$ cat src/rtl/sector_guard_pkg.sv
package sector_guard_pkg;
  localparam int OP_W = 4;

  typedef enum logic [OP_W-1:0] {
    OP_PLAIN     = 4'd0,
    OP_CTL_PULSE = 4'd1,
    OP_SKIP_STAT = 4'd2,
    OP_OUT_WORD  = 4'd3,
    OP_SET_MASK  = 4'd4,
    OP_IN_WORD   = 4'd5,
    OP_KEY_OUT   = 4'd6,
    OP_HALT      = 4'd7,
    OP_IRQ_INH   = 4'd8
  } op_kind_e;

  function automatic logic op_is_priv(input logic [OP_W-1:0] code);
    return (code >= OP_CTL_PULSE) && (code <= OP_IRQ_INH);
  endfunction
endpackage

$ cat src/rtl/guard_regs.sv
module guard_regs #(
  parameter int N_WORD = 4,
  parameter int WORD_W = 16,
  parameter int SECT_W = 6,
  localparam int IDX_W = (N_WORD > 1) ? $clog2(N_WORD) : 1
) (
  input  logic                     clk_i,
  input  logic                     rst_ni,
  input  logic                     mask_we_i,
  input  logic [IDX_W-1:0]         mask_idx_i,
  input  logic [WORD_W-1:0]        mask_data_i,
  input  logic                     reloc_we_i,
  input  logic [SECT_W-1:0]        reloc_data_i,
  output logic [N_WORD*WORD_W-1:0] mask_o,
  output logic [SECT_W-1:0]        reloc_o
);
  for (genvar k = 0; k < N_WORD; k++) begin : g_word
    logic [WORD_W-1:0] word_q;
    always_ff @(posedge clk_i or negedge rst_ni) begin
      if (!rst_ni)                                  word_q <= '1;
      else if (mask_we_i && mask_idx_i == IDX_W'(k)) word_q <= mask_data_i;
    end
    assign mask_o[k*WORD_W +: WORD_W] = word_q;
  end

  always_ff @(posedge clk_i or negedge rst_ni) begin
    if (!rst_ni)         reloc_o <= '0;
    else if (reloc_we_i) reloc_o <= reloc_data_i;
  end
endmodule

$ cat src/rtl/ind_depth.sv
module ind_depth #(
  parameter int MAX_IND = 8,
  localparam int CNT_W = $clog2(MAX_IND + 1)
) (
  input  logic clk_i,
  input  logic rst_ni,
  input  logic op_valid_i,
  input  logic ind_step_i,
  output logic over_o
);
  logic [CNT_W-1:0] cnt_q, cur;

  assign cur    = op_valid_i ? '0 : cnt_q;
  assign over_o = ind_step_i && (cur >= CNT_W'(MAX_IND));

  always_ff @(posedge clk_i or negedge rst_ni) begin
    if (!rst_ni) cnt_q <= '0;
    else if (ind_step_i && cur < CNT_W'(MAX_IND)) cnt_q <= cur + 1'b1;
    else cnt_q <= cur;
  end
endmodule

$ cat src/rtl/sector_guard.sv
module sector_guard
  import sector_guard_pkg::*;
#(
  parameter int ADDR_W  = 15,
  parameter int OFFS_W  = 9,
  parameter int WORD_W  = 16,
  parameter int MAX_IND = 8
) (
  input  logic                                  clk_i,
  input  logic                                  rst_ni,
  input  logic                                  mask_we_i,
  input  logic [$clog2((1<<(ADDR_W-OFFS_W))/WORD_W)-1:0] mask_idx_i,
  input  logic [WORD_W-1:0]                     mask_data_i,
  input  logic                                  reloc_we_i,
  input  logic [ADDR_W-OFFS_W-1:0]              reloc_data_i,
  input  logic                                  enter_restrict_i,
  input  logic                                  irq_taken_i,
  input  logic                                  wr_req_i,
  input  logic [ADDR_W-1:0]                     wr_addr_i,
  input  logic                                  op_valid_i,
  input  logic [OP_W-1:0]                       op_code_i,
  input  logic                                  ind_step_i,
  input  logic                                  sect_flag_i,
  input  logic [ADDR_W-OFFS_W-1:0]              pc_sect_i,
  output logic                                  mem_we_o,
  output logic                                  abort_o,
  output logic                                  irq_req_o,
  output logic                                  restrict_o,
  output logic [ADDR_W-OFFS_W-1:0]              sect_o
);
  localparam int SECT_W = ADDR_W - OFFS_W;
  localparam int N_SECT = 1 << SECT_W;
  localparam int N_WORD = N_SECT / WORD_W;

  logic [N_SECT-1:0] mask_w;
  logic [SECT_W-1:0] reloc_w;
  logic              deep_w;
  logic              wr_bad, op_bad, ind_bad;

  guard_regs #(.N_WORD(N_WORD), .WORD_W(WORD_W), .SECT_W(SECT_W)) i_regs (
    .clk_i, .rst_ni,
    .mask_we_i   (mask_we_i && !restrict_o),
    .mask_idx_i,
    .mask_data_i,
    .reloc_we_i  (reloc_we_i && !restrict_o),
    .reloc_data_i,
    .mask_o      (mask_w),
    .reloc_o     (reloc_w)
  );

  ind_depth #(.MAX_IND(MAX_IND)) i_depth (
    .clk_i, .rst_ni, .op_valid_i, .ind_step_i, .over_o(deep_w)
  );

  assign wr_bad  = restrict_o && wr_req_i && !mask_w[wr_addr_i[ADDR_W-1:OFFS_W]];
  assign op_bad  = restrict_o && op_valid_i && op_is_priv(op_code_i);
  assign ind_bad = restrict_o && deep_w;

  assign abort_o  = wr_bad || op_bad || ind_bad;
  assign mem_we_o = wr_req_i && !wr_bad;
  assign sect_o   = sect_flag_i ? pc_sect_i : reloc_w;

  always_ff @(posedge clk_i or negedge rst_ni) begin
    if (!rst_ni)               restrict_o <= 1'b0;
    else if (irq_taken_i)      restrict_o <= 1'b0;
    else if (enter_restrict_i) restrict_o <= 1'b1;
  end

  always_ff @(posedge clk_i or negedge rst_ni) begin
    if (!rst_ni)          irq_req_o <= 1'b0;
    else if (abort_o)     irq_req_o <= 1'b1;
    else if (irq_taken_i) irq_req_o <= 1'b0;
  end
endmodule

$ cat config.mk
export PLATFORM = sky130hd
export DESIGN_NAME = sector_guard
export DESIGN_NICKNAME = d
export VERILOG_FILES = /design/src/rtl/sector_guard_pkg.sv /design/src/rtl/guard_regs.sv /design/src/rtl/ind_depth.sv /design/src/rtl/sector_guard.sv
export SDC_FILE = /design/constraint.sdc
export NUM_CORES = 1
export LEC_CHECK = 0
export BUFFER_PORTS_ARGS = -buffer_cell sky130_fd_sc_hd__buf_2
export CAP_MARGIN = 20
export CORE_ASPECT_RATIO = 0.8
export CORE_MARGIN = 8
export CORE_UTILIZATION = 35
export CTS_CLUSTER_SIZE = 30
export DETAILED_ROUTE_END_ITERATION = 8
export SLEW_MARGIN = 20
export SYNTH_ARGS = -nofsm -noshare
export SYNTH_HDL_FRONTEND = slang
export SYNTH_SLANG_ARGS = --single-unit
$ cat constraint.sdc
create_clock -name clk_i -period 2.3 [get_ports clk_i]
set_input_delay 0.23 -clock clk_i [delete_from_list [all_inputs] [get_ports clk_i]]
set_output_delay 0.23 -clock clk_i [all_outputs]
set_load 0.01 [all_outputs]
==> results of run 1 <==
per-stage QoR:
step	power [uW]	setup slack, ns
finish	4060	-0.465
global placement	2690	-0.234
detailed placement	2710	-0.289
floorplan	2440	0.0493
CTS	4120	-0.489
global route	4270	-0.544
synth_stat cells, drive strengths merged:
| cell | count |
|---|---|
| ha | 1 |
| dfstp | 64 |
| o21a | 1 |
| mux4 | 13 |
| a31oi | 1 |
| nand2b | 1 |
| nand2 | 7 |
| nand3 | 3 |
| o22a | 2 |
| o21ai | 3 |
| nor3b | 1 |
| o211ai | 1 |
| nor2 | 8 |
| a41oi | 1 |
| mux2 | 78 |
| buf | 4 |
| a221o | 1 |
| and3 | 1 |
| nor4 | 1 |
| dfrtp | 12 |
| nor3 | 1 |
| o32ai | 1 |
| a22o | 1 |
| mux2i | 17 |
| and3b | 1 |
| xnor2 | 1 |
| nor2b | 6 |
| a41o | 2 |
| inv | 3 |
| clkbuf | 7 |
sequential cells by signal, indices dropped and copies added, names as in the netlist:
signal / cells
i_regs.reloc_o: 6
restrict_o: 1
irq_req_o: 1
i_regs.g_word.word_q: 64
i_depth.cnt_q: 4
how the worst min path moves through the flow:
stage	from	end	slack [ns]
2_1_floorplan	rst_ni	i_depth.cnt_q[0]	-0.07
3_3_place_gp	rst_ni	i_depth.cnt_q[2]	0.27
3_5_place_dp	rst_ni	i_depth.cnt_q[2]	0.28
4_1_cts	irq_taken_i	restrict_o	0.05
5_1_grt	irq_taken_i	restrict_o	0.06
6_report	irq_taken_i	restrict_o	0.06
kinds of logic after synthesis:
kind of cell | share of synthesized area [%]
AO/OA/AOI/OAI | 3.01
XOR/XNOR | 0.236
adder cells (fa/ha/maj) | 0.338
buffers and inverters | 1.89
flip-flops | 53.5
multiplexers | 36.6
AND/OR/NAND/NOR | 4.46
worst max-delay path: stages, from the launching register on:
cell and delay, ns:
dfstp_2 0.54, mux2i_1 0.07, mux4_2 0.50, mux4_2 0.50, nor4_4 0.30, o21a_1 0.15
buf_2 0.13
routing by layer:
layer	share of wire (%)	vias up	track usage, %
li1	-	1060	-
met1	52	1145	17.5
met2	40	59	16.4
met3	7.1	9	4.38
met4	1.3	0	4.91
met5	0	-	0
what timing repair did:
| action | 4_1_cts | 5_1_grt |
|---|---|---|
| endpoints found under the hold margin | 12 | 0 |
| hold buffers | 1 | 0 |
| endpoints found under the setup margin | 2 | 2 |
| pin swaps | 2 | 0 |
| resized for setup | 3 | 0 |
placed cells by master, fill, tap and decap left out, types with 2 or more instances in the layout:
master / synthesis / layout
mux2_2: 78 / 78
dfstp_2: 64 / 64
buf_2: 2 / 59
mux2i_1: 17 / 16
dfrtp_1: 12 / 12
buf_4: 0 / 12
mux4_2: 9 / 10
clkbuf_16: 0 / 10
nor2_1: 8 / 8
nand2_1: 7 / 7
nor2b_1: 6 / 6
inv_1: 3 / 3
mux4_1: 4 / 3
nand3_1: 3 / 3
clkinv_2: 0 / 3
o22a_1: 2 / 2
a41o_1: 2 / 2
o21ai_0: 3 / 2
report_power, final:
part / switching [uW] / internal (uW)
clock: 544 / 825
sequential: 150 / 1800
combinational: 290 / 449
area by class of cell:
type | instances | share of cell area (%)
Tap cell | 140 | 3.86
Timing Repair Buffer | 73 | 9.15
Sequential cell | 76 | 43.7
Clock buffer | 11 | 5.82
Clock inverter | 5 | 0.717
Multi-Input combinational cell | 154 | 36.5
Inverter | 3 | 0.248
==> flow_summary.yaml, run 1 <==
outcome:
  status: "finished with violations"
  violations: "setup timing"
floorplan:
  dieWidth_um: 131
  initial_utilization_pct: 36.0
  dieArea_um2: 14200
  io_pins: 69
  num_rows: 33
  core_um2: 10300
  dieHeight_um: 108
sta:
  maxSlewViolCount: 0
  worst_slack_ns: -0.465
  worst_hold_slack_ns: 0.0609
  tns_ns: -0.917
  rsz0062_at_grt: "true"
  worst_pin_slew_ns: 0.611
  hold_viol_final: 0
  fin_skew_ns: 0.00501
  fmax_mhz: 362
  period_minus_slack_ns: 2.76
  min_period_over_period_pct: 120
  final-setup-viol-count: 2
  slew_headroom_pct: 59.2
critical_path:
  timing.rr.end: "irq_req_o"
  reg2regPathDepth: 5
  cp_max_fo: 3
  crit_required_ns: 2.07
  worst_setup_path_end_kind: "primary output"
  timing.rr.start: "i_regs.g_word[1].word_q[8]"
  critPathLaunchType: "flip-flop"
  startpoint: "i_regs.g_word[1].word_q[8]"
  path_class: "flip-flop to primary output"
  endpoint: "mem_we_o"
  arrival_ns: 2.53
  regToRegSetupSlack_ns: 0.10
layout:
  multi_input_area_um2: 1660
  stdcell_count: 462
  antenna_cells: 0
  nNetsFinal: 377
  fin_area_um2: 4540
  final_util_pct: 44.2
  drive_gt1_share_pct: 76.1
  area_growth_pct: 22.5
  fillCellCount: 941
  ff_latch_area_um2: 1980
grt:
  grt_pass1_vias: 2407
  grt_pass1_wl_um: 13200
  antenna_found_initial: 0
  grt_max_degree: 39
  gr-total-overflow: 0
  grt_usage_pct: 12.3
logic_synthesis:
  synth_nets: 304
  synth_area_um2: 3710
  yosysUniqueCellTypes: 32
  yosys.area.top_type: "dfstp_2"
  synth_area_per_cell_um2: 15.2
  ys_warn_count: 0
  ys_seq_area_share_pct: 53.5
  netlist_instances: 244
  ys_top_cells_by_area: "dfstp_2 (45%), mux2_2 (24%), dfrtp_1 (8.1%), mux4_2 (5.5%), mux2i_1 (4.6%)"
  synth-seq-cells: 76
  netlist.area_leader.share_pct: 45.4
placed_design:
  dp.cells: 445
  place_area_um2: 4230
  dp_hpwl_um: 6100
  port-buffer-count: 59
  globalplace.congestion: 0.775
run:
  max-cap-violations: 0
route:
  num_vias: 2273
  drt_wl_total_um: 8220
  ant_nets: 0
  route.detailed.drc: 0
  drtIter0Drc: 89
  viasPerCell: 4.92
  detail_route.first_pass.iterations: 4
  wire_per_inst_um: 17.8
worst_hold_path:
  hp-class: "primary input to flip-flop"
  min_path_cells: 2
clock_tree:
  cts_tree: "yes"
  cts_buffers: 9
  clkTransAtPathRegs_ns: 0.06
  cts_root_buf: "clkbuf_16"
  clock_latency_ns: 0.33
  cts_sinks: 76
  post_cts_buffers: 0
  htreeDepth: 3
  cts_buffer_depth: 2
pwr:
  irDropWorstVdd_v: 0.000394
  power_density_nw_per_um2: 894
  leakage_uw: 0.00190
No activity file was read; power rests on OpenSTA's default activity.
==> inputs of run 2 (changes only) <==
--- a/config.mk
+++ b/config.mk
@@ -14,2 +14,3 @@
 export DETAILED_ROUTE_END_ITERATION = 8
+export GPL_TIMING_DRIVEN = 0
 export SLEW_MARGIN = 20
==> constraint.sdc (replaced) <==
create_clock -name clk_i -period 2.3 [get_ports clk_i]
set_input_delay 0.115 -clock clk_i [delete_from_list [all_inputs] [get_ports clk_i]]
set_output_delay 0.115 -clock clk_i [all_outputs]
set_load 0.01 [all_outputs]
==> flow_summary.yaml, run 2 (synthesis results as in run 1) <==
layout:
  multi_input_area_um2: 1670
  final_common_cell: "mux2_2"
  largest_register: "i_regs.g_word.word_q"
  area_growth_pct: 20.9
  reg_top3: "i_regs.g_word.word_q: 64 flops, i_regs.reloc_o: 6 flops, i_depth.cnt_q: 4 flops"
  largest_register_ff_count: 64
  final_cell_mix: "mux2_2 (78), dfstp_2 (64), buf_2 (57), mux2i_1 (17), dfrtp_1 (12)"
  fin_area_um2: 4480
  drive_gt1_share_pct: 73.4
  nNetsFinal: 374
  fillCellCount: 948
  antenna_cells: 0
  ff_latch_area_um2: 1980
sta:
  worst_pin_slew_ns: 0.786
  worst_slack_ns: -0.392
  period_minus_slack_ns: 2.69
  slew_headroom_pct: 47.6
  rsz0062_at_grt: "true"
  min_period_over_period_pct: 117
  hold_viol_final: 0
  fin_skew_ns: 0.00774
  final-setup-viol-count: 2
  maxSlewViolCount: 0
  fmax_mhz: 371
critical_path:
  regToRegSetupSlack_ns: 0.09
  arrival_ns: 2.58
  timing.rr.start: "i_regs.g_word[1].word_q[11]"
  critPathTopFamily: "multiplexers"
  critPathBufInv: 1
  reg2regPathDepth: 5
  max_stage_delay_ns: 0.53
  path_common_cell: "mux4_2"
  worst_setup_path_end_kind: "primary output"
  cp_max_fo: 3
  crit_chain: "mux2i_1, mux4_2, mux4_2, nor4_4, o21a_1, buf_2"
  crit_required_ns: 2.18
  timing.rr.end: "irq_req_o"
  slowest_stage: "dfstp_2"
  path_class: "flip-flop to primary output"
  critPathLaunchType: "flip-flop"
pwr:
  leakage_uw: 0.00185
  sequentialPowerShare_pct: 49.4
  switchingPower_uw: 961
  swShare_pct: 24.4
  p_int_uw: 2970
  p_total_uw: 3930
  combPwrFrac_pct: 18.9
  irDropWorstVdd_v: 0.000336
  power_density_nw_per_um2: 877
  clockPowerShare_pct: 31.7
placed_design:
  place_area_um2: 4180
  globalplace.congestion: 0.724
  dp_hpwl_um: 6240
  port-buffer-count: 56
grt:
  antenna_found_initial: 0
  grt_pass1_wl_um: 13600
  gr-total-overflow: 0
  grt_max_degree: 41
  grt_pass1_vias: 2399
  grt_usage_pct: 12.8
clock_tree:
  cts_buffer_depth: 2
  clkTransAtPathRegs_ns: 0.06
  htreeDepth: 3
  cts_tree: "yes"
  clock_latency_ns: 0.33
  cts_sinks: 76
  cts_root_buf: "clkbuf_16"
  cts_buffers: 9
route:
  num_vias: 2288
  drt_wl_total_um: 8570
  ant_nets: 0
  drtIter0Drc: 123
  detail_route.first_pass.iterations: 4
  viasPerCell: 4.98
  wire_per_inst_um: 18.7
  route.detailed.drc: 0
floorplan:
  num_rows: 33
  dieArea_um2: 14200
  core_um2: 10300
  dieWidth_um: 131
  io_pins: 69
  initial_utilization_pct: 36.0
  dieHeight_um: 108
worst_hold_path:
  hp-start: "reloc_data_i[5]"
  hp-class: "primary input to flip-flop"
  min_to: "i_regs.reloc_o[5]"
  min_path_cells: 2
outcome:
  status: "finished with violations"
  violations: "setup timing"
run:
  max-cap-violations: 0
[run 2: changes by cell type in the layout (fill, tap and decap cells not counted), moves of 2 or more]
cell,change
buf_4,-11
clkbuf_1,+8
buf_2,-2
buf_6,+2
clkbuf_2,+2
nor2_1,-2
nor2_2,+2
[run 2: cell type report]
type / instances / share of cell area, %
Buffer: 11 / 1.37
Clock buffer: 12 / 5.28
Clock inverter: 4 / 0.586
Inverter: 3 / 0.251
Multi-Input combinational cell: 154 / 37.2
Sequential cell: 76 / 44.2
Tap cell: 140 / 3.91
Timing Repair Buffer: 59 / 7.20
[run 2: worst max path at each step]
stage	startpoint	to	cells after the start
3_5_place_dp	restrict_o	i_regs.g_word[0].word_q[7]	4
3_3_place_gp	wr_addr_i[9]	mem_we_o	6
4_1_cts	i_regs.g_word[0].word_q[10]	mem_we_o	6
6_report	i_regs.g_word[1].word_q[11]	mem_we_o	6
5_1_grt	i_regs.g_word[0].word_q[15]	mem_we_o	6
2_1_floorplan	i_regs.g_word[1].word_q[11]	mem_we_o	5
[run 2: power by group through the flow]
stage               Sequential (uW)  Clock, uW  Combinational (uW)
CTS                            1940       1290                 749
global route                   1980       1350                 808
global placement               1950          0                 716
floorplan                      1900          0                 534
detailed placement             1960          0                 742
finish                         1940       1240                 744
[run 2: stage by stage]
| step | util (%) | worst slack [ns] | instances | hold slack [ns] | TNS [ns] |
|---|---|---|---|---|---|
| after detailed placement | 40.7 | -0.330 | 441 | 0.128 | -5.08 |
| after global routing | 43.6 | -0.469 | 459 | 0.0157 | -0.931 |
| after CTS | 43.5 | -0.370 | 459 | 0.00534 | -0.739 |
| after global placement | 40.5 | -0.260 | 440 | 0.286 | -3.19 |
| final | 43.6 | -0.392 | 459 | 0.0182 | -0.763 |
| after floorplan | - | 0.164 | 244 | -0.181 | 0 |
[run 2: metal layers]
layer	track usage [%]	up-vias	part of all wire, %
met1	19.0	1164	51
met5	0	-	0
met3	4.67	5	8.3
met2	16.7	62	40
li1	-	1057	-
met4	4.17	0	0.86
[run 2: repair_timing]
item / CTS / global route
setup buffers: 0 / 0
pin swaps: 2 / 0
hold endpoints to repair: 13 / 0
gates resized for setup: 3 / 5
endpoints found under the setup margin: 22 / 32
hold buffers: 2 / 0
[run 2: worst register-to-register path: cells and delay by family (launching register included)]
kind               cells  cell delay, ns
muxes                  3            1.10
DFF                    1            0.53
and+or+nand+nor        1            0.31
AOI/OAI and AO/OA      1            0.14
